**config.mk**
```make
export PLATFORM = sky130hd
export DESIGN_NAME = mdio_access_ctrl
export DESIGN_NICKNAME = d
export VERILOG_FILES = /design/src/rtl/mdio_pkg.sv /design/src/rtl/mdc_clock_gen.sv /design/src/rtl/mdio_frame_engine.sv /design/src/rtl/mdio_user_regs.sv /design/src/rtl/mdio_access_ctrl.sv
export SDC_FILE = /design/constraint.sdc
export NUM_CORES = 1
export LEC_CHECK = 0
export BUFFER_PORTS_ARGS = -buffer_cell sky130_fd_sc_hd__buf_2
export CORE_UTILIZATION = 50
export CTS_CLUSTER_SIZE = 25
export DETAILED_ROUTE_END_ITERATION = 8
export PLACE_DENSITY = 0.8
export SLEW_MARGIN = 20
export SYNTH_ARGS = -nofsm -noshare
export SYNTH_HDL_FRONTEND = slang
export SYNTH_SLANG_ARGS = --single-unit
```
**constraint.sdc**
```tcl
create_clock -name clk -period 2.4 [get_ports clk]
set_input_delay 0.12 -clock clk [delete_from_list [all_inputs] [get_ports clk]]
set_output_delay 0.12 -clock clk [all_outputs]
set_load 0.02 [all_outputs]
```
**src/rtl/mdio_pkg.sv**
```systemverilog
package mdio_pkg;

    localparam int FRAME_BITS  = 64;
    localparam int IDX_W       = $clog2(FRAME_BITS);
    localparam int TA_FIRST    = 46;
    localparam int TA_SECOND   = 47;
    localparam int DATA_FIRST  = 48;
    localparam int DATA_W      = 16;
    localparam int ADDR_W      = 5;

    localparam int BIT_GO      = 31;
    localparam int BIT_WRITE   = 30;
    localparam int BIT_ACK     = 29;
    localparam int BIT_IDLE    = 31;
    localparam int BIT_ENABLE  = 30;
    localparam int REG_LSB     = 21;
    localparam int PHY_LSB     = 16;

    localparam logic SEL_CTRL   = 1'b0;
    localparam logic SEL_ACCESS = 1'b1;

    typedef struct packed {
        logic              wr;
        logic [ADDR_W-1:0] regad;
        logic [ADDR_W-1:0] phyad;
        logic [DATA_W-1:0] data;
    } mdio_cmd_t;

    typedef enum logic {
        ENG_IDLE = 1'b0,
        ENG_RUN  = 1'b1
    } eng_state_t;

    function automatic logic [FRAME_BITS-1:0] build_frame(input mdio_cmd_t c);
        logic [1:0] op;
        logic [1:0] ta;
        logic [DATA_W-1:0] d;
        op = c.wr ? 2'b01 : 2'b10;
        ta = c.wr ? 2'b10 : 2'b11;
        d  = c.wr ? c.data : {DATA_W{1'b1}};
        return {32'hFFFF_FFFF, 2'b01, op, c.phyad, c.regad, ta, d};
    endfunction

endpackage

```
**src/rtl/mdc_clock_gen.sv**
```systemverilog
module mdc_clock_gen #(
    parameter int DIV_W = 8
) (
    input  logic             clk,
    input  logic             rst,
    input  logic             en,
    input  logic [DIV_W-1:0] div,
    output logic             mdc,
    output logic             rise_tick,
    output logic             fall_tick
);
    logic [DIV_W-1:0] cnt;
    logic             wrap;

    assign wrap      = en && (cnt >= div);
    assign rise_tick = wrap && !mdc;
    assign fall_tick = wrap && mdc;

    always_ff @(posedge clk) begin
        if (rst || !en) begin
            cnt <= '0;
            mdc <= 1'b0;
        end else if (wrap) begin
            cnt <= '0;
            mdc <= ~mdc;
        end else begin
            cnt <= cnt + 1'b1;
        end
    end

    // disabled clock stays low
    a_r2_mdc_low_when_off: assert property (@(posedge clk) disable iff (rst)
        !en |=> !mdc);

endmodule

```
**src/rtl/mdio_frame_engine.sv**
```systemverilog
module mdio_frame_engine
    import mdio_pkg::*;
(
    input  logic              clk,
    input  logic              rst,
    input  logic              rise_tick,
    input  logic              fall_tick,
    input  logic              start_req,
    input  mdio_cmd_t         cmd,
    input  logic              mdio_in,
    output logic              busy,
    output logic              done,
    output logic              ack,
    output logic [DATA_W-1:0] rd_data,
    output logic              mdio_o,
    output logic              mdio_oe
);
    eng_state_t            st;
    logic [IDX_W-1:0]      idx;
    logic [IDX_W:0]        idx_nx;
    logic [FRAME_BITS-1:0] sh;
    logic                  is_wr;
    logic [DATA_W-1:0]     rd_q;

    localparam logic [IDX_W-1:0] LAST_IDX = IDX_W'(FRAME_BITS - 1);

    assign busy    = (st == ENG_RUN);
    assign done    = busy && rise_tick && (idx == LAST_IDX);
    assign rd_data = {rd_q[DATA_W-2:0], mdio_in};
    assign idx_nx  = {1'b0, idx} + 1'b1;

    always_ff @(posedge clk) begin
        if (rst) begin
            st      <= ENG_IDLE;
            idx     <= '0;
            sh      <= '0;
            is_wr   <= 1'b0;
            rd_q    <= '0;
            ack     <= 1'b0;
            mdio_o  <= 1'b0;
            mdio_oe <= 1'b0;
        end else begin
            case (st)
                ENG_IDLE: begin
                    if (start_req && fall_tick) begin
                        st      <= ENG_RUN;
                        idx     <= '0;
                        sh      <= build_frame(cmd);
                        mdio_o  <= build_frame(cmd)[FRAME_BITS-1];
                        mdio_oe <= 1'b1;
                        is_wr   <= cmd.wr;
                        ack     <= 1'b0;
                    end
                end
                ENG_RUN: begin
                    if (fall_tick) begin
                        idx     <= idx_nx[IDX_W-1:0];
                        sh      <= sh << 1;
                        mdio_o  <= sh[FRAME_BITS-2];
                        mdio_oe <= is_wr || (idx_nx < (IDX_W+1)'(TA_FIRST));
                    end
                    if (rise_tick) begin
                        if (!is_wr && idx == IDX_W'(TA_SECOND))
                            ack <= !mdio_in;
                        if (!is_wr && idx >= IDX_W'(DATA_FIRST))
                            rd_q <= rd_data;
                        if (idx == LAST_IDX) begin
                            st      <= ENG_IDLE;
                            mdio_oe <= 1'b0;
                        end
                    end
                end
                default: st <= ENG_IDLE;
            endcase
        end
    end

    // driven value moves only on a falling clock edge
    a_r10_change_on_fall: assert property (@(posedge clk) disable iff (rst)
        !$stable(mdio_o) |-> $past(fall_tick));

    // line released from turnaround onwards on reads
    a_r5_release_on_read: assert property (@(posedge clk) disable iff (rst)
        (busy && !is_wr && idx >= IDX_W'(TA_FIRST)) |-> !mdio_oe);

    // frames only start on a request
    a_r3_start_needs_req: assert property (@(posedge clk) disable iff (rst)
        $rose(busy) |-> $past(start_req));

endmodule

```
**src/rtl/mdio_user_regs.sv**
```systemverilog
module mdio_user_regs
    import mdio_pkg::*;
#(
    parameter int DIV_W = 8
) (
    input  logic              clk,
    input  logic              rst,
    input  logic              bus_we,
    input  logic              bus_sel,
    input  logic [31:0]       bus_wdata,
    input  logic              eng_busy,
    input  logic              eng_done,
    input  logic              eng_ack,
    input  logic [DATA_W-1:0] eng_rdata,
    output logic              en,
    output logic [DIV_W-1:0]  div,
    output logic              go,
    output mdio_cmd_t         cmd,
    output logic [31:0]       ctrl_rdata,
    output logic [31:0]       access_rdata
);
    logic ack_q;
    logic acc_wr;
    logic idle;

    assign acc_wr = bus_we && (bus_sel == SEL_ACCESS) && !go;
    assign idle   = !go && !eng_busy;

    always_ff @(posedge clk) begin
        if (rst) begin
            en    <= 1'b0;
            div   <= '0;
            go    <= 1'b0;
            cmd   <= '0;
            ack_q <= 1'b0;
        end else begin
            if (bus_we && bus_sel == SEL_CTRL) begin
                en  <= bus_wdata[BIT_ENABLE];
                div <= bus_wdata[DIV_W-1:0];
            end
            if (acc_wr) begin
                go        <= bus_wdata[BIT_GO];
                cmd.wr    <= bus_wdata[BIT_WRITE];
                cmd.regad <= bus_wdata[REG_LSB +: ADDR_W];
                cmd.phyad <= bus_wdata[PHY_LSB +: ADDR_W];
                cmd.data  <= bus_wdata[DATA_W-1:0];
                ack_q     <= 1'b0;
            end else if (eng_done) begin
                go <= 1'b0;
                if (!cmd.wr) begin
                    ack_q    <= eng_ack;
                    cmd.data <= eng_rdata;
                end
            end
        end
    end

    always_comb begin
        ctrl_rdata             = '0;
        ctrl_rdata[BIT_IDLE]   = idle;
        ctrl_rdata[BIT_ENABLE] = en;
        ctrl_rdata[DIV_W-1:0]  = div;
        access_rdata                      = '0;
        access_rdata[BIT_GO]              = go;
        access_rdata[BIT_WRITE]           = cmd.wr;
        access_rdata[BIT_ACK]             = ack_q;
        access_rdata[REG_LSB +: ADDR_W]   = cmd.regad;
        access_rdata[PHY_LSB +: ADDR_W]   = cmd.phyad;
        access_rdata[DATA_W-1:0]          = cmd.data;
    end

    // busy-time writes leave the command untouched
    a_r7_ignore_busy_write: assert property (@(posedge clk) disable iff (rst)
        (go && bus_we && bus_sel == SEL_ACCESS && !eng_done) |=> $stable(cmd));

    // completion drops GO
    a_r3_go_self_clears: assert property (@(posedge clk) disable iff (rst)
        eng_done |=> !go);

    // a finished write never reports an acknowledge
    a_r9_no_ack_on_write: assert property (@(posedge clk) disable iff (rst)
        (eng_done && cmd.wr) |=> !ack_q);

endmodule

```
**src/rtl/mdio_access_ctrl.sv**
```systemverilog
module mdio_access_ctrl
    import mdio_pkg::*;
#(
    parameter int DIV_W = 8
) (
    input  logic        clk,
    input  logic        rst,
    input  logic        bus_we,
    input  logic        bus_sel,
    input  logic [31:0] bus_wdata,
    output logic [31:0] ctrl_rdata,
    output logic [31:0] access_rdata,
    output logic        mdc,
    output logic        mdio_out,
    output logic        mdio_oe,
    input  logic        mdio_in
);
    logic              en;
    logic [DIV_W-1:0]  div;
    logic              go;
    mdio_cmd_t         cmd;
    logic              rise_tick;
    logic              fall_tick;
    logic              busy;
    logic              done;
    logic              ack;
    logic [DATA_W-1:0] rd_data;
    logic              start_req;

    assign start_req = go && !busy;

    mdio_user_regs #(.DIV_W(DIV_W)) u_regs (
        .clk          (clk),
        .rst          (rst),
        .bus_we       (bus_we),
        .bus_sel      (bus_sel),
        .bus_wdata    (bus_wdata),
        .eng_busy     (busy),
        .eng_done     (done),
        .eng_ack      (ack),
        .eng_rdata    (rd_data),
        .en           (en),
        .div          (div),
        .go           (go),
        .cmd          (cmd),
        .ctrl_rdata   (ctrl_rdata),
        .access_rdata (access_rdata)
    );

    mdc_clock_gen #(.DIV_W(DIV_W)) u_clk (
        .clk       (clk),
        .rst       (rst),
        .en        (en),
        .div       (div),
        .mdc       (mdc),
        .rise_tick (rise_tick),
        .fall_tick (fall_tick)
    );

    mdio_frame_engine u_eng (
        .clk       (clk),
        .rst       (rst),
        .rise_tick (rise_tick),
        .fall_tick (fall_tick),
        .start_req (start_req),
        .cmd       (cmd),
        .mdio_in   (mdio_in),
        .busy      (busy),
        .done      (done),
        .ack       (ack),
        .rd_data   (rd_data),
        .mdio_o    (mdio_out),
        .mdio_oe   (mdio_oe)
    );

    // no frame runs without the clock enabled
    a_r8_no_start_disabled: assert property (@(posedge clk) disable iff (rst)
        (!en && !busy) |=> !busy);

endmodule

```
# Word-level counts from Yosys, hierarchy flattened
# Index checks and enable logic that the tools add are counted.
[totals]
elab_cells = 93
out_inout_bits = 67
reg_bits = 136
inputBits = 37
[op_classes]
n_mux = 29
n_eq_ne = 7
add_sub_neg = 2
n_lt_le_gt_ge = 3
n_reduce_logical = 30
n_bitwise = 4
[ops]
columns = ["cell", "n"]
rows = [
  ["63-bit 2-to-1 mux", 2],
  ["63-bit case mux with 2 select lines", 1],
  ["16-bit 2-to-1 mux", 4],
  ["1-bit 2-to-1 mux", 14],
  ["1-bit logical AND", 13],
  ["6-bit equality test (second input constant)", 2],
  ["6-bit 2-to-1 mux", 2],
  ["6-bit case mux with 2 select lines", 1],
  ["8-bit by 1-bit adder with 8-bit output (second input constant)", 1],
  ["8-bit greater-or-equal comparator", 1],
  ["1-bit case mux with 2 select lines", 4],
  ["2-bit AND reduction", 4],
  ["6-bit by 1-bit adder with 7-bit output (second input constant)", 1],
  ["7-bit by 6-bit < comparator with 1-bit output (second input constant)", 1],
  ["6-bit greater-or-equal comparator (second input constant)", 1],
  ["1-bit logical NOT", 6],
  ["2-bit by 1-bit != test with 1-bit output (second input constant)", 3],
  ["3-bit AND reduction", 2],
  ["2-bit != test (second input constant)", 2],
  ["1-bit inverter", 4],
  ["2-bit OR reduction", 2],
  ["1-bit logical OR", 2],
  ["2-bit 2-to-1 mux", 1],
  ["2-bit nonzero test", 1],
]

# Depth between registers and ports, before layout
# Gate-level depths: netlist (run 1).
[depth]
ltp_word = 7
mapped_depth = 9
ltp_nobuf = 7

# Modules after synthesis
# From an unflattened synthesis (run 1), not the netlist that was laid out.
[hier_totals]
cells_unflattened = 750
area_unflattened_um2 = 6298.5
[modules_own_cells]
columns = ["mod", "instances", "seq_area_each_um2", "area_each_um2", "cells_per_inst"]
rows = [
  ["mdio_frame_engine", 1, 1781.7, 3553.4, 425],
  ["mdio_user_regs", 1, 760.7, 2084.5, 254],
  ["mdc_clock_gen", 1, 180.2, 646.9, 70],
  ["mdio_access_ctrl", 1, 0.0, 13.8, 1],
]

# Worst setup path before layout (run 1)
# No wires, ideal clock.
[synth_timing]
kind = "register to register"
startpoint = "reg u_regs.div[0]"
endpoint = "reg u_eng.sh[40]"
path_buffers = 1
arrival_ns = 1.942
path_stages_with_launch = 8
setup_time_ns = 0.119
setup_slack_ns = 0.340
required_time_ns = 2.281
synth_period_minus_slack_ns = 2.060
path_cell_list = "dfxtp_1 ha_1 nand2b_4 a2111oi_4 o21ba_4 nor2_2 buf_4 o221a_2"
[synth_via]
elab_chain_cells = 6
word_cells_on_any_way = 7
cone_classes = "1 x order compare; 2 x eq/ne; 4 x reduce/logical"
[synth_rtl]
columns = ["item", "line", "text"]
rows = [
  ["from (decl)", "mdio_user_regs.sv:16", "output logic [DIV_W-1:0] div,"],
  ["from (signal assigned)", "mdio_user_regs.sv:39", "div <= bus_wdata[DIV_W-1:0];"],
  ["8-bit greater-or-equal comparator (*)", "mdc_clock_gen.sv:15", "assign wrap = en && (cnt >= div);"],
  ["1-bit logical AND (*)", "mdc_clock_gen.sv:15", ""],
  ["1-bit logical AND (*)", "mdc_clock_gen.sv:17", "assign fall_tick = wrap && mdc;"],
  ["1-bit logical AND", "mdio_frame_engine.sv:45", "if (start_req && fall_tick) begin"],
  ["2-bit by 1-bit != test with 1-bit output (no line)", "-", ""],
  ["2-bit AND reduction (no line) (*)", "-", ""],
  ["to (signal assigned)", "mdio_frame_engine.sv:48", "sh <= build_frame(cmd);"],
  ["to (signal assigned)", "mdio_frame_engine.sv:58", "sh <= sh << 1;"],
  ["to (decl)", "mdio_frame_engine.sv:21", "logic [FRAME_BITS-1:0] sh;"],
]
# Mark *: on every way between the ends. The rest lies on a longest branch, timed or not.
# A chain may end at the register's enable or synchronous reset.

# Worst setup path after layout (run 1)
[layout_timing]
startpoint = "reg u_clk.cnt[0]"
endpoint = "reg u_clk.cnt[7]"
[layout_via]
elab_chain_cells = 3
word_cells_on_any_way = 4
cone_classes = "1 x add/sub; 1 x order compare; 2 x reduce/logical"
[layout_rtl]
columns = ["item", "line", "text"]
rows = [
  ["from (decl)", "mdc_clock_gen.sv:12", "logic [DIV_W-1:0] cnt;"],
  ["from (signal assigned)", "mdc_clock_gen.sv:27", "cnt <= cnt + 1'b1;"],
  ["8-bit greater-or-equal comparator", "mdc_clock_gen.sv:15", ""],
  ["1-bit logical AND", "mdc_clock_gen.sv:15", ""],
  ["2-bit OR reduction (no line)", "-", ""],
]
# Parallel ways exist; a longest one is shown, timed or not.

==> summary.md, run 1 <==
| Metric | Value |
|---|---|
| DP Worst Slack | -0.121 ns |
| Critical-path cell list | inv_1 > ha_1 > nand2b_4 > a2111oi_4 > o21ba_4 > buf_12 > nand2_1 > nor2_1 |
| Port bufs | 74 |
| Fin crit period | 2.23 ns |
| Top-area cell type share of the netlist area | 0.439 |
| Initial antenna violation count | 0 |
| Critical setup path kind | reg2reg |
| ANT cells | 0 |
| Critical Path RT | 2.76 ns |
| Crit-path slowest cell | dfxtp_1 |
| Worst Path Buf+Inv | 2 |
| Startpoint types | register |
| CTS buffer count | 17 |
| Insertion delay to the later sink of the worst-skew pair | 0.43 ns |
| Setup ws final | 0.170 ns |
| Post-CTS setup buffers | 0 |
| Wire per inst | 15.7 um |
| Sequential area share after synthesis | 0.439 |
| Setup violators final | 0 |
| Synth Register Bits | around 140 |
| Max Cap Viol | 0 |
| Mapped Area | 0.00620 mm2 |
| CTS root buffer | clkbuf_16 |
| Status | finished clean |
| First-pass GRT wire length | roughly 25 mm |
| CP delay by family, top | compound AO/OA/AOI/OAI gates |
| GP Congestion | around 0.85 |
| Pwr dens | 736 mW/mm2 |
| Top cells by instance count after synthesis | dfxtp_1, o21ai_0, a21oi_1 |
| Tot GR Track Use | 0.244 |
| Vias in the first global route | between 5000 and 6000 |
| Die Area | 0.0129 mm2 |
| Share of cells above drive strength 1 | 0.221 |
| Post-Route WL | ~15 mm |
| H-tree depth | 4 |
| Via count | 5502 |
| Lkg Pwr | about 2.7 nW |
| Number of placed I/O pins | 104 |
| Drt initial violations | ~340 |
| EDFF count, synth | 0 |
| Mapped Cells | 712 |
| GRT Residual Overflow | 0 |
| Yosys warns | 0 |
| Final Net Count | between 800 and 900 |
| Largest net degree at the start of global routing | 77 |
| Initial Util | 0.514 |
| Max VDD drop | 0.540 mV |
| CP max FO | 60 |
| Worst Path Arrival | about 2.6 ns |
| Clk_skew | 0.0205 ns |
| Core outline area | about 0.012 mm2 |
| Final Core Density | 0.606 |
| Final Hold Fails | 0 |
| Reg clk slew, reported paths | ~0.060 ns |
| Via density | 5.74 |
| Rel. slew slack | 0.458 |
| Clk buf depth | 2 |
| Synth-to-layout area growth | 17.8% |
| Fmax | 0.448 GHz |
| Leading cell type by number of instances after synthesis | dfxtp_1 |
| Tcrit/Tclk final | 0.929 |
| Slew Viols, Final | 0 |
| # DRC | 0 |
| Num rows | 40 |
| Primary FF master, synth | dfxtp_1 |
| Max incr delay on CP | 0.38 ns |
| Crit end category | register |
| Synth unique cells | 55 |
| DRT Pass-1 Iters | 4 |
| Synth area leaders | dfxtp_1, o21ai_0, a21oi_1 |
| RSZ-0062 raised after global routing | no |
| Syn Area/Cell | 8.71 um2 |
| TritonCTS Sinks | 136 |
| Horiz. Die Dim | 113 um |
| Power consumption | 5.38 mW |
| Post-DRT Antenna Nets | 0 |
| Worst Tran Pin Value | 0.813 ns |
| Die Y-Extent | about 110 um |
| Hold Path Class | in2reg |
| Async S/R FF share, synth | 0 |
| CTS tree | yes |
| Top cell type by total area after synthesis | dfxtp_1 |
| Hpwl dp | 9.40 mm |
| Fillers | 990 |
-- cells by family (layout without fill, tap and decap cells) --
logic type,after synthesis,count (layout),synth area share
AO/OA/AOI/OAI,254,254,0.269
AND/OR/NAND/NOR,188,189,0.149
XOR/XNOR,7,7,0.00988
multiplexers,10,10,0.0161
adder cells (fa/ha/maj),10,10,0.0202
flip-flops,136,136,0.439
other,1,25,0.000604
buffers and inverters,106,160,0.0962
-- area by class of cell --
type                            count  area [um2]  area share
Tap cell                          168         210      0.0288
Sequential cell                   136        2720       0.373
Clock buffer                       19         453      0.0620
Inverter                           15        56.3     0.00770
Clock inverter                     12         125      0.0171
Timing Repair Buffer              114         738       0.101
Multi-Input combinational cell    495        3000       0.411
-- power breakdown --
group	total [mW]	leakage, nW	switching, mW	internal (mW)
logic	0.510	1.29	0.346	0.164
registers	2.34	1.10	0.0393	2.30
clock network	2.53	0.281	0.965	1.57
-- state kept, by name, summed over array words and instances, names as in the netlist, 6 cells and up --
name	count
u_eng.rd_q	15
u_eng.sh	63
u_regs.div	8
u_clk.cnt	8
u_eng.idx	6
u_regs.access_rdata	27
-- path summary, 6_finish.rpt --
path / start / end / slack, ns / cells after the start
max reg2reg: u_clk.cnt[0] / u_clk.cnt[7] / 0.17 / 8
min: bus_wdata[8] / u_regs.access_rdata[8] / 0.02 / 3
max: u_clk.cnt[0] / u_clk.cnt[7] / 0.17 / 8
min reg2reg: u_clk.cnt[0] / u_clk.cnt[0] / 0.47 / 1
-- per-stage QoR --
stage	cells	area, um2	setup TNS [ns]	hold WS [ns]
floorplan	736	6290	0	0.256
global placement	905	6490	-0.577	0.361
detailed placement	905	6490	-4.61	0.368
CTS	959	7290	-2.15	0.00616
global route	959	7310	0	0.0424
finish	959	7310	0	0.0214
-- placed cells by master (no fill, tap or decap), types with 15 or more instances in the layout --
cell type      instances
dfxtp_1              135
o21ai_0               89
a21oi_1               75
buf_2                 74
nand2_1               67
nand3_1               59
o221a_2               33
conb_1                25
dlygate4sd3_1         22
a31oi_1               20
nor2b_1               18
nor2_1                17
clkbuf_16             17
buf_4                 17
a211oi_1              15
-- worst register-to-register path: stages, from the launching register on --
cell and delay (ns):
dfxtp_1 0.38, inv_1 0.06, ha_1 0.27, nand2b_4 0.15, a2111oi_4 0.38, o21ba_4 0.28, buf_12 0.25, nand2_1 0.24
nor2_1 0.17
-- per-layer routing --
| metal | up-vias | share of wire | track usage |
|---|---|---|---|
| li1 | 2650 | - | - |
| met1 | 2600 | 0.41 | 0.283 |
| met2 | 204 | 0.50 | 0.406 |
| met3 | 48 | 0.055 | 0.0632 |
| met4 | 0 | 0.044 | 0.146 |
| met5 | - | 0 | 0 |
-- timing repair --
item                                    in CTS  in global routing
pin swaps                                    1                  0
endpoints found under the setup margin      58                 90
gates resized for setup                      0                  5
hold endpoints to repair                    25                  0
hold buffers                                22                  0
gates cloned                                 1                  0
Note: power is estimated with default switching activity, not from simulation.
==> inputs of run 2 (changes only) <==
Clock period 2.4 ns to 2.8 ns, I/O delays scaled along.
==> run 2 against run 1 <==
Compared with the run above:
- setup slack improved by 0.16 ns
- final area fell by 0.26%
- first-iteration DRC count rose by 37%
- sequential share of layout area rose by 0.096 points
- critical endpoint is now u_eng.sh[27]
- largest cell class unchanged
- largest power group unchanged
==> summary.md, run 2 (synthesis results as in run 1) <==
| Metric | Value |
|---|---|
| Worst r2r dst | u_eng.sh[27] |
| Hold EP | u_regs.div[3] |
| Final Hold Fails | 0 (unchanged) |
| Clk buf depth | 2 (unchanged) |
| CTS tree | yes |
| Rel. slew slack | 0.302 (-0.156) |
| Worst Path Arrival | 2.77 ns (+0.18 ns) |
| Max incr delay on CP | 0.38 ns (about the same) |
| Wire per inst | 16.7 um (+6.1%) |
| Pwr dens | 661 mW/mm2 (-10%) |
| ANT cells | 0 (unchanged) |
| Final Net Count | 816 (-1.2%) |
| Via count | 5641 (+2.5%) |
| Initial Util | 0.514 (unchanged) |
| Most frequent cells in the layout | dfxtp_1, o21ai_0, a21oi_1, buf_2, nand2_1 |
| Reg2Reg Depth | 8 (unchanged) |
| Tcrit/Tclk final | 0.884 (-0.0458) |
| Die Y-Extent | 113 um (unchanged) |
| Worst Path Buf+Inv | 2 (unchanged) |
| CP delay by family, top | compound AO/OA/AOI/OAI gates |
| CTS root buffer | clkbuf_16 |
| GP Congestion | 0.817 (-4.3%) |
| RR Startpoint | u_regs.div[5] |
| Fin crit period | 2.47 ns (+0.243 ns) |
| Startpoint types | register |
| Depth of the worst hold-timing path | 3 (unchanged) |
| Post-Route WL | 15.8 mm (+5.1%) |
| Commonest non-fill, non-tap cell in the layout | dfxtp_1 |
| Tot GR Track Use | 0.255 (+0.0114) |
| Synth-to-layout area growth | 17.5% |
| # DRC | 0 (unchanged) |
| TritonCTS Sinks | 136 (unchanged) |
| Status | finished clean |
| GRT Residual Overflow | 0 (unchanged) |
| Critical-path cell list | inv_1 > ha_1 > and4_1 > o21ai_1 > o21bai_4 > buf_12 > a21oi_1 > a211oi_1 |
| Horiz. Die Dim | 113 um (unchanged) |
| Die Area | 0.0129 mm2 (unchanged) |
| RSZ-0062 raised after global routing | no |
| H-tree depth | 4 (unchanged) |
| Max VDD drop | 0.544 mV (+0.78%) |
| Register with the most flip-flops | u_eng.sh |
| Reg2reg setup slack | 0.33 ns (+0.16 ns) |
| Post-DRT Antenna Nets | 0 (unchanged) |
| Vias in the first global route | 5374 (+2.8%) |
| Clk_skew | 0.0160 ns (-0.00453 ns) |
| Setup TNS | 0 ns (unchanged) |
| Hpwl dp | 9.48 mm (+0.86%) |
| Critical setup path kind | reg2reg |
| Max Cap Viol | 0 (unchanged) |
| CP max FO | 62 (+3.3%) |
| Insertion delay to the later sink of the worst-skew pair | 0.43 ns (about the same) |
| Core outline area | 0.0121 mm2 (unchanged) |
| Share of cells above drive strength 1 | 0.215 (-0.00641) |
| Number of placed I/O pins | 104 (unchanged) |
| Power consumption | 4.82 mW (-10%) |
| First-pass GRT wire length | 26.1 mm (+4.9%) |
| Critical Path RT | 3.10 ns (+0.34 ns) |
| Reg clk slew, reported paths | 0.06 ns (about the same) |
| Crit end category | register |
| Hold Path Class | in2reg |
| Initial antenna violation count | 0 (unchanged) |
| Lkg Pwr | 2.66 nW (-0.42%) |
| CTS buffer count | 17 (unchanged) |
| Via density | 5.94 (+3.5%) |
| Port bufs | 74 (unchanged) |
| Crit-path slowest cell | dfxtp_1 |
| Setup violators final | 0 (unchanged) |
| Drt initial violations | 470 (+37%) |
| Resize count post-CTS | 0 (unchanged) |
| Slew Viols, Final | 0 (unchanged) |
| Worst Tran Pin Value | 1.04 ns (+0.231 ns) |
| Num rows | 40 (unchanged) |
| Fmax | 0.404 GHz (-9.8%) |
| Fillers | 969 (-2.1%) |
| DRT Pass-1 Iters | 7 (+3) |
| Hold_sp | bus_wdata[3] |
| Largest net degree at the start of global routing | 77 (unchanged) |
| Max reg flops | 63 (unchanged) |
[run 2: cell count changes in the layout (fill, tap and decap cells not counted), sizes merged, moves of 2 or more]
cell,change
buf,-6
bufinv,+2
clkinv,-2
clkinvlp,-2
dlygate4sd3,-3
inv,+3
[run 2: area by class of cell]
type | instances | area, um2 | area share
clock buffers | 19 | 443 | 0.0608
clock inverters | 13 | 190 | 0.0261
inverters | 15 | 56.3 | 0.00772
multi-input cells | 494 | 2990 | 0.410
flip-flops and latches | 136 | 2720 | 0.374
well taps | 168 | 210 | 0.0288
repair buffers | 105 | 676 | 0.0927
[run 2: what timing repair did]
item | in CTS | in global routing
hold buffers | 19 | 0
endpoints found under the setup margin | 0 | 0
setup buffers | 0 | 0
hold endpoints to repair | 20 | 0
[run 2: layer usage]
layer  up-vias  track usage  routed length, um
met2       296        0.436               7790
met3        56       0.0526               1160
met5         -            0                  0
li1       2625            -                  -
met4         0        0.140                626
met1      2664        0.300               6270
[run 2: where the power goes]
group / internal (mW) / leakage, nW / switching (mW)
sequential: 1.97 / 1.10 / 0.0317
combinational: 0.127 / 1.25 / 0.296
clock: 1.52 / 0.309 / 0.873
[run 2: how the worst max path moves through the flow]
| stage | from | to | slack, ns | cells past startpoint |
|---|---|---|---|---|
| after detailed placement | u_regs.div[7] | u_eng.sh[59] | 0.22 | 7 |
| after floorplan | u_regs.div[0] | u_eng.sh[40] | 0.74 | 7 |
| after global placement | u_regs.div[7] | u_eng.sh[51] | 0.29 | 7 |
| after global routing | u_eng.idx[0] | u_regs.access_rdata[5] | 0.22 | 6 |
| after CTS | u_regs.div[7] | u_eng.sh[48] | 0.19 | 7 |
| final | u_regs.div[5] | u_eng.sh[27] | 0.33 | 8 |
[run 2: per-stage QoR]
step           setup WS (ns)  utilization  cell area (um2)  hold slack, ns  instances
3_5_place_dp           0.222        0.535             6450           0.389        898
2_1_floorplan          0.740            -             6290           0.276        736
3_3_place_gp           0.291        0.535             6450           0.380        898
6_report               0.326        0.604             7290          0.0110        950
5_1_grt                0.221        0.604             7290          0.0328        950
4_1_cts                0.191        0.603             7270         0.00116        949
[run 2: worst reg2reg max path: cells and delay by family, from the launching register on]
family / cells / cell delay [ns]
AOI/OAI and AO/OA: 4 / 1.05
adders and majority gates: 1 / 0.30
buffers and inverters: 2 / 0.41
DFF: 1 / 0.38
and+or+nand+nor: 1 / 0.21
==> inputs of run 3 (changes only) <==
Settings changed: CORE_ASPECT_RATIO set to 1.1.
==> run 3 against run 2 <==
Compared with the run above:
- clock skew down 0.0073 ns
- register-to-register slack better by 0.07 ns
- cell count shrank 1.1%
- first-iteration DRC count grew 0.64%
- flip-flop and latch count unchanged
- sequential power about the same
- clock power fell by 10%
- non-clock buffer count up 4
==> summary.md, run 3 (synthesis results as in run 1) <==
| Metric | Value |
|---|---|
| Status | finished clean |
| CTS root buffer | clkbuf_16 |
| Final Net Count | 820 (+0.49%) |
| Fillers | 1029 (+6.2%) |
| CTS buffer count | 17 (unchanged) |
| Placed standard-cell area | 0.00646 mm2 (+0.19%) |
| Critical-path cell list | ha_1 > nand2b_4 > a2111oi_4 > o21ba_4 > buf_4 > o21ai_0 > a31oi_1 |
| Depth of the worst hold-timing path | 3 (unchanged) |
| Hpwl dp | 9.10 mm (-4.1%) |
| GRT Residual Overflow | 0 (unchanged) |
| Reg2Reg Depth | 7 (-1) |
| Rel. slew slack | 0.373 (+0.0710) |
| Via count | 5435 (-3.7%) |
| Wire per inst | 15.6 um (-6.3%) |
| H-tree depth | 4 (unchanged) |
| CTS tree | yes |
| GP Congestion | 0.805 (-1.5%) |
| Int Power | 3.41 mW (-5.6%) |
| Share of cells above drive strength 1 | 0.218 (+0.00272) |
| Seq. cell area | 0.00272 mm2 (unchanged) |
| Resize count post-CTS | 0 (unchanged) |
| Largest net degree at the start of global routing | 54 (-30%) |
| Post-route insts no fill | 940 (-1.1%) |
| Die Y-Extent | 119 um (+4.8%) |
| Sw power | 1.15 mW (-4.0%) |
| Vias in the first global route | 4979 (-7.4%) |
| Startpoint types | register |
| CP delay by family, top | compound AO/OA/AOI/OAI gates |
| Initial Util | 0.513 (-0.00107) |
| Drt initial violations | 473 (+0.64%) |
| Inst Count DP | 888 (-1.1%) |
| Tcrit/Tclk final | 0.859 (-0.0243) |
| Setup TNS | 0 ns (unchanged) |
| Insertion delay to the later sink of the worst-skew pair | 0.42 ns (about the same) |
| Clk buf depth | 2 (unchanged) |
| Final Hold Fails | 0 (unchanged) |
| Critical Path RT | 3.15 ns (+0.05 ns) |
| Setup violators final | 0 (unchanged) |
| ANT cells | 0 (unchanged) |
| Core outline area | 0.0121 mm2 (+0.21%) |
| Levels on crit path | 7 (-1) |
| Tot GR Track Use | 0.235 (-0.0200) |
| Fin crit period | 2.41 ns (-0.0682 ns) |
| Setup ws final | 0.394 ns (+0.0682 ns) |
| Fmax | 0.416 GHz (+2.8%) |
| Initial antenna violation count | 0 (unchanged) |
| Post-route cell area | 0.00724 mm2 (-0.72%) |
| Lkg Pwr | 2.64 nW (-0.49%) |
| Most frequent cells in the layout | dfxtp_1, o21ai_0, a21oi_1, buf_2, nand2_1 |
| CP max FO | 31 (-50%) |
| Sw Share | 0.253 (+0.00328) |
| Worst Tran Pin Value | 0.938 ns (-0.106 ns) |
| Register with the most flip-flops | u_eng.sh |
| Worst Path Buf+Inv | 1 (-1) |
| Crit end category | register |
| Number of placed I/O pins | 104 (unchanged) |
| Max VDD drop | 0.521 mV (-4.2%) |
| Max reg flops | 63 (unchanged) |
| Horiz. Die Dim | 108 um (-4.6%) |
| Critical setup path kind | reg2reg |
| Crit-path slowest cell | dfxtp_1 |
| Post-CTS setup buffers | 0 (unchanged) |
| Hold Path Class | in2reg |
| Die Area | 0.0129 mm2 (about the same) |
| Commonest non-fill, non-tap cell in the layout | dfxtp_1 |
| Slew Viols, Final | 0 (unchanged) |
| Sequential group share of total power | 0.437 (+0.022) |
| DRT Pass-1 Iters | 5 (-2) |
| TritonCTS Sinks | 136 (unchanged) |
| Clk_skew | 0.00864 ns (-0.00735 ns) |
| Clock share of power | 0.470 (-0.027) |
| Worst Path Arrival | 2.75 ns (-0.02 ns) |
| Max Cap Viol | 0 (unchanged) |
| # DRC | 0 (unchanged) |
| Num rows | 42 (+5.0%) |
| Port bufs | 74 (unchanged) |
| Pwr dens | 631 mW/mm2 (-4.5%) |
| Combinational group share of total power | 0.092 (+0.004) |
| Max incr delay on CP | 0.46 ns (+0.08 ns) |
| RSZ-0062 raised after global routing | no |
| Reg clk slew, reported paths | 0.06 ns (about the same) |
| DP Worst Slack | 0.435 ns (+0.213 ns) |
| Post-DRT Antenna Nets | 0 (unchanged) |
| First-pass GRT wire length | 23.9 mm (-8.4%) |
| Synth-to-layout area growth | 16.7% |
| Post-Route WL | 14.7 mm (-7.3%) |
| Via density | 5.78 (-2.6%) |
| Area of the multi-input gates | 0.00299 mm2 (unchanged) |
run 3: changes by cell type in the layout (fill, tap and decap cells not counted), sizes merged:
| cell | before | now |
|---|---|---|
| buf | 86 | 89 |
| bufinv | 4 | 1 |
| clkbuf | 19 | 22 |
| clkinv | 5 | 6 |
| clkinvlp | 1 | 3 |
| dlygate4sd3 | 19 | 20 |
| inv | 18 | 15 |
run 3: per-layer routing:
layer	vias to the layer above	track usage	routed length [um]
li1	2646	-	-
met1	2561	0.299	6400
met2	192	0.369	7130
met3	36	0.0575	659
met4	0	0.114	501
met5	-	0	0
run 3: timing repair:
action | CTS | global route
setup endpoints to repair | 0 | 0
hold buffers | 20 | 0
endpoints found under the hold margin | 21 | 0
run 3: power by group through the flow:
| stage | sequential (mW) | combinational [mW] | clock, mW |
|---|---|---|---|
| 6_report | 2.00 | 0.422 | 2.15 |
| 5_1_grt | 2.00 | 0.457 | 2.24 |
| 4_1_cts | 2.00 | 0.415 | 2.17 |
| 3_5_place_dp | 2.04 | 0.393 | 0 |
| 3_3_place_gp | 2.04 | 0.393 | 0 |
| 2_1_floorplan | 2.07 | 0.278 | 0 |
run 3: final cells by class:
class / count / area share
well taps: 154 / 0.0266
inverters: 15 / 0.00778
multi-input cells: 494 / 0.413
clock buffers: 22 / 0.0669
flip-flops and latches: 136 / 0.376
repair buffers: 109 / 0.0961
clock inverters: 10 / 0.0130
run 3: worst register-to-register path, stage by stage, from the launching register on:
cell and delay [ns]:
dfxtp_1 0.46, ha_1 0.28, nand2b_4 0.15, a2111oi_4 0.46, o21ba_4 0.33, buf_4 0.32, o21ai_0 0.16, a31oi_1 0.18
run 3: final timing paths:
check                     start                 endpoint  slack, ns
hold / removal    bus_wdata[12]  u_regs.access_rdata[12]       0.03
setup / recovery  u_regs.div[0]   u_regs.access_rdata[6]       0.39
hold reg to reg    u_clk.cnt[0]             u_clk.cnt[0]       0.46
setup reg to reg  u_regs.div[0]   u_regs.access_rdata[6]       0.39
run 3: through the flow:
step                      hold WS [ns]   util  power [mW]
final                           0.0328  0.599        4.57
after global placement           0.384  0.534        2.43
after floorplan                  0.276      -        2.34
after CTS                       0.0129  0.599        4.58
after detailed placement         0.388  0.534        2.43
after global routing            0.0420  0.599        4.70
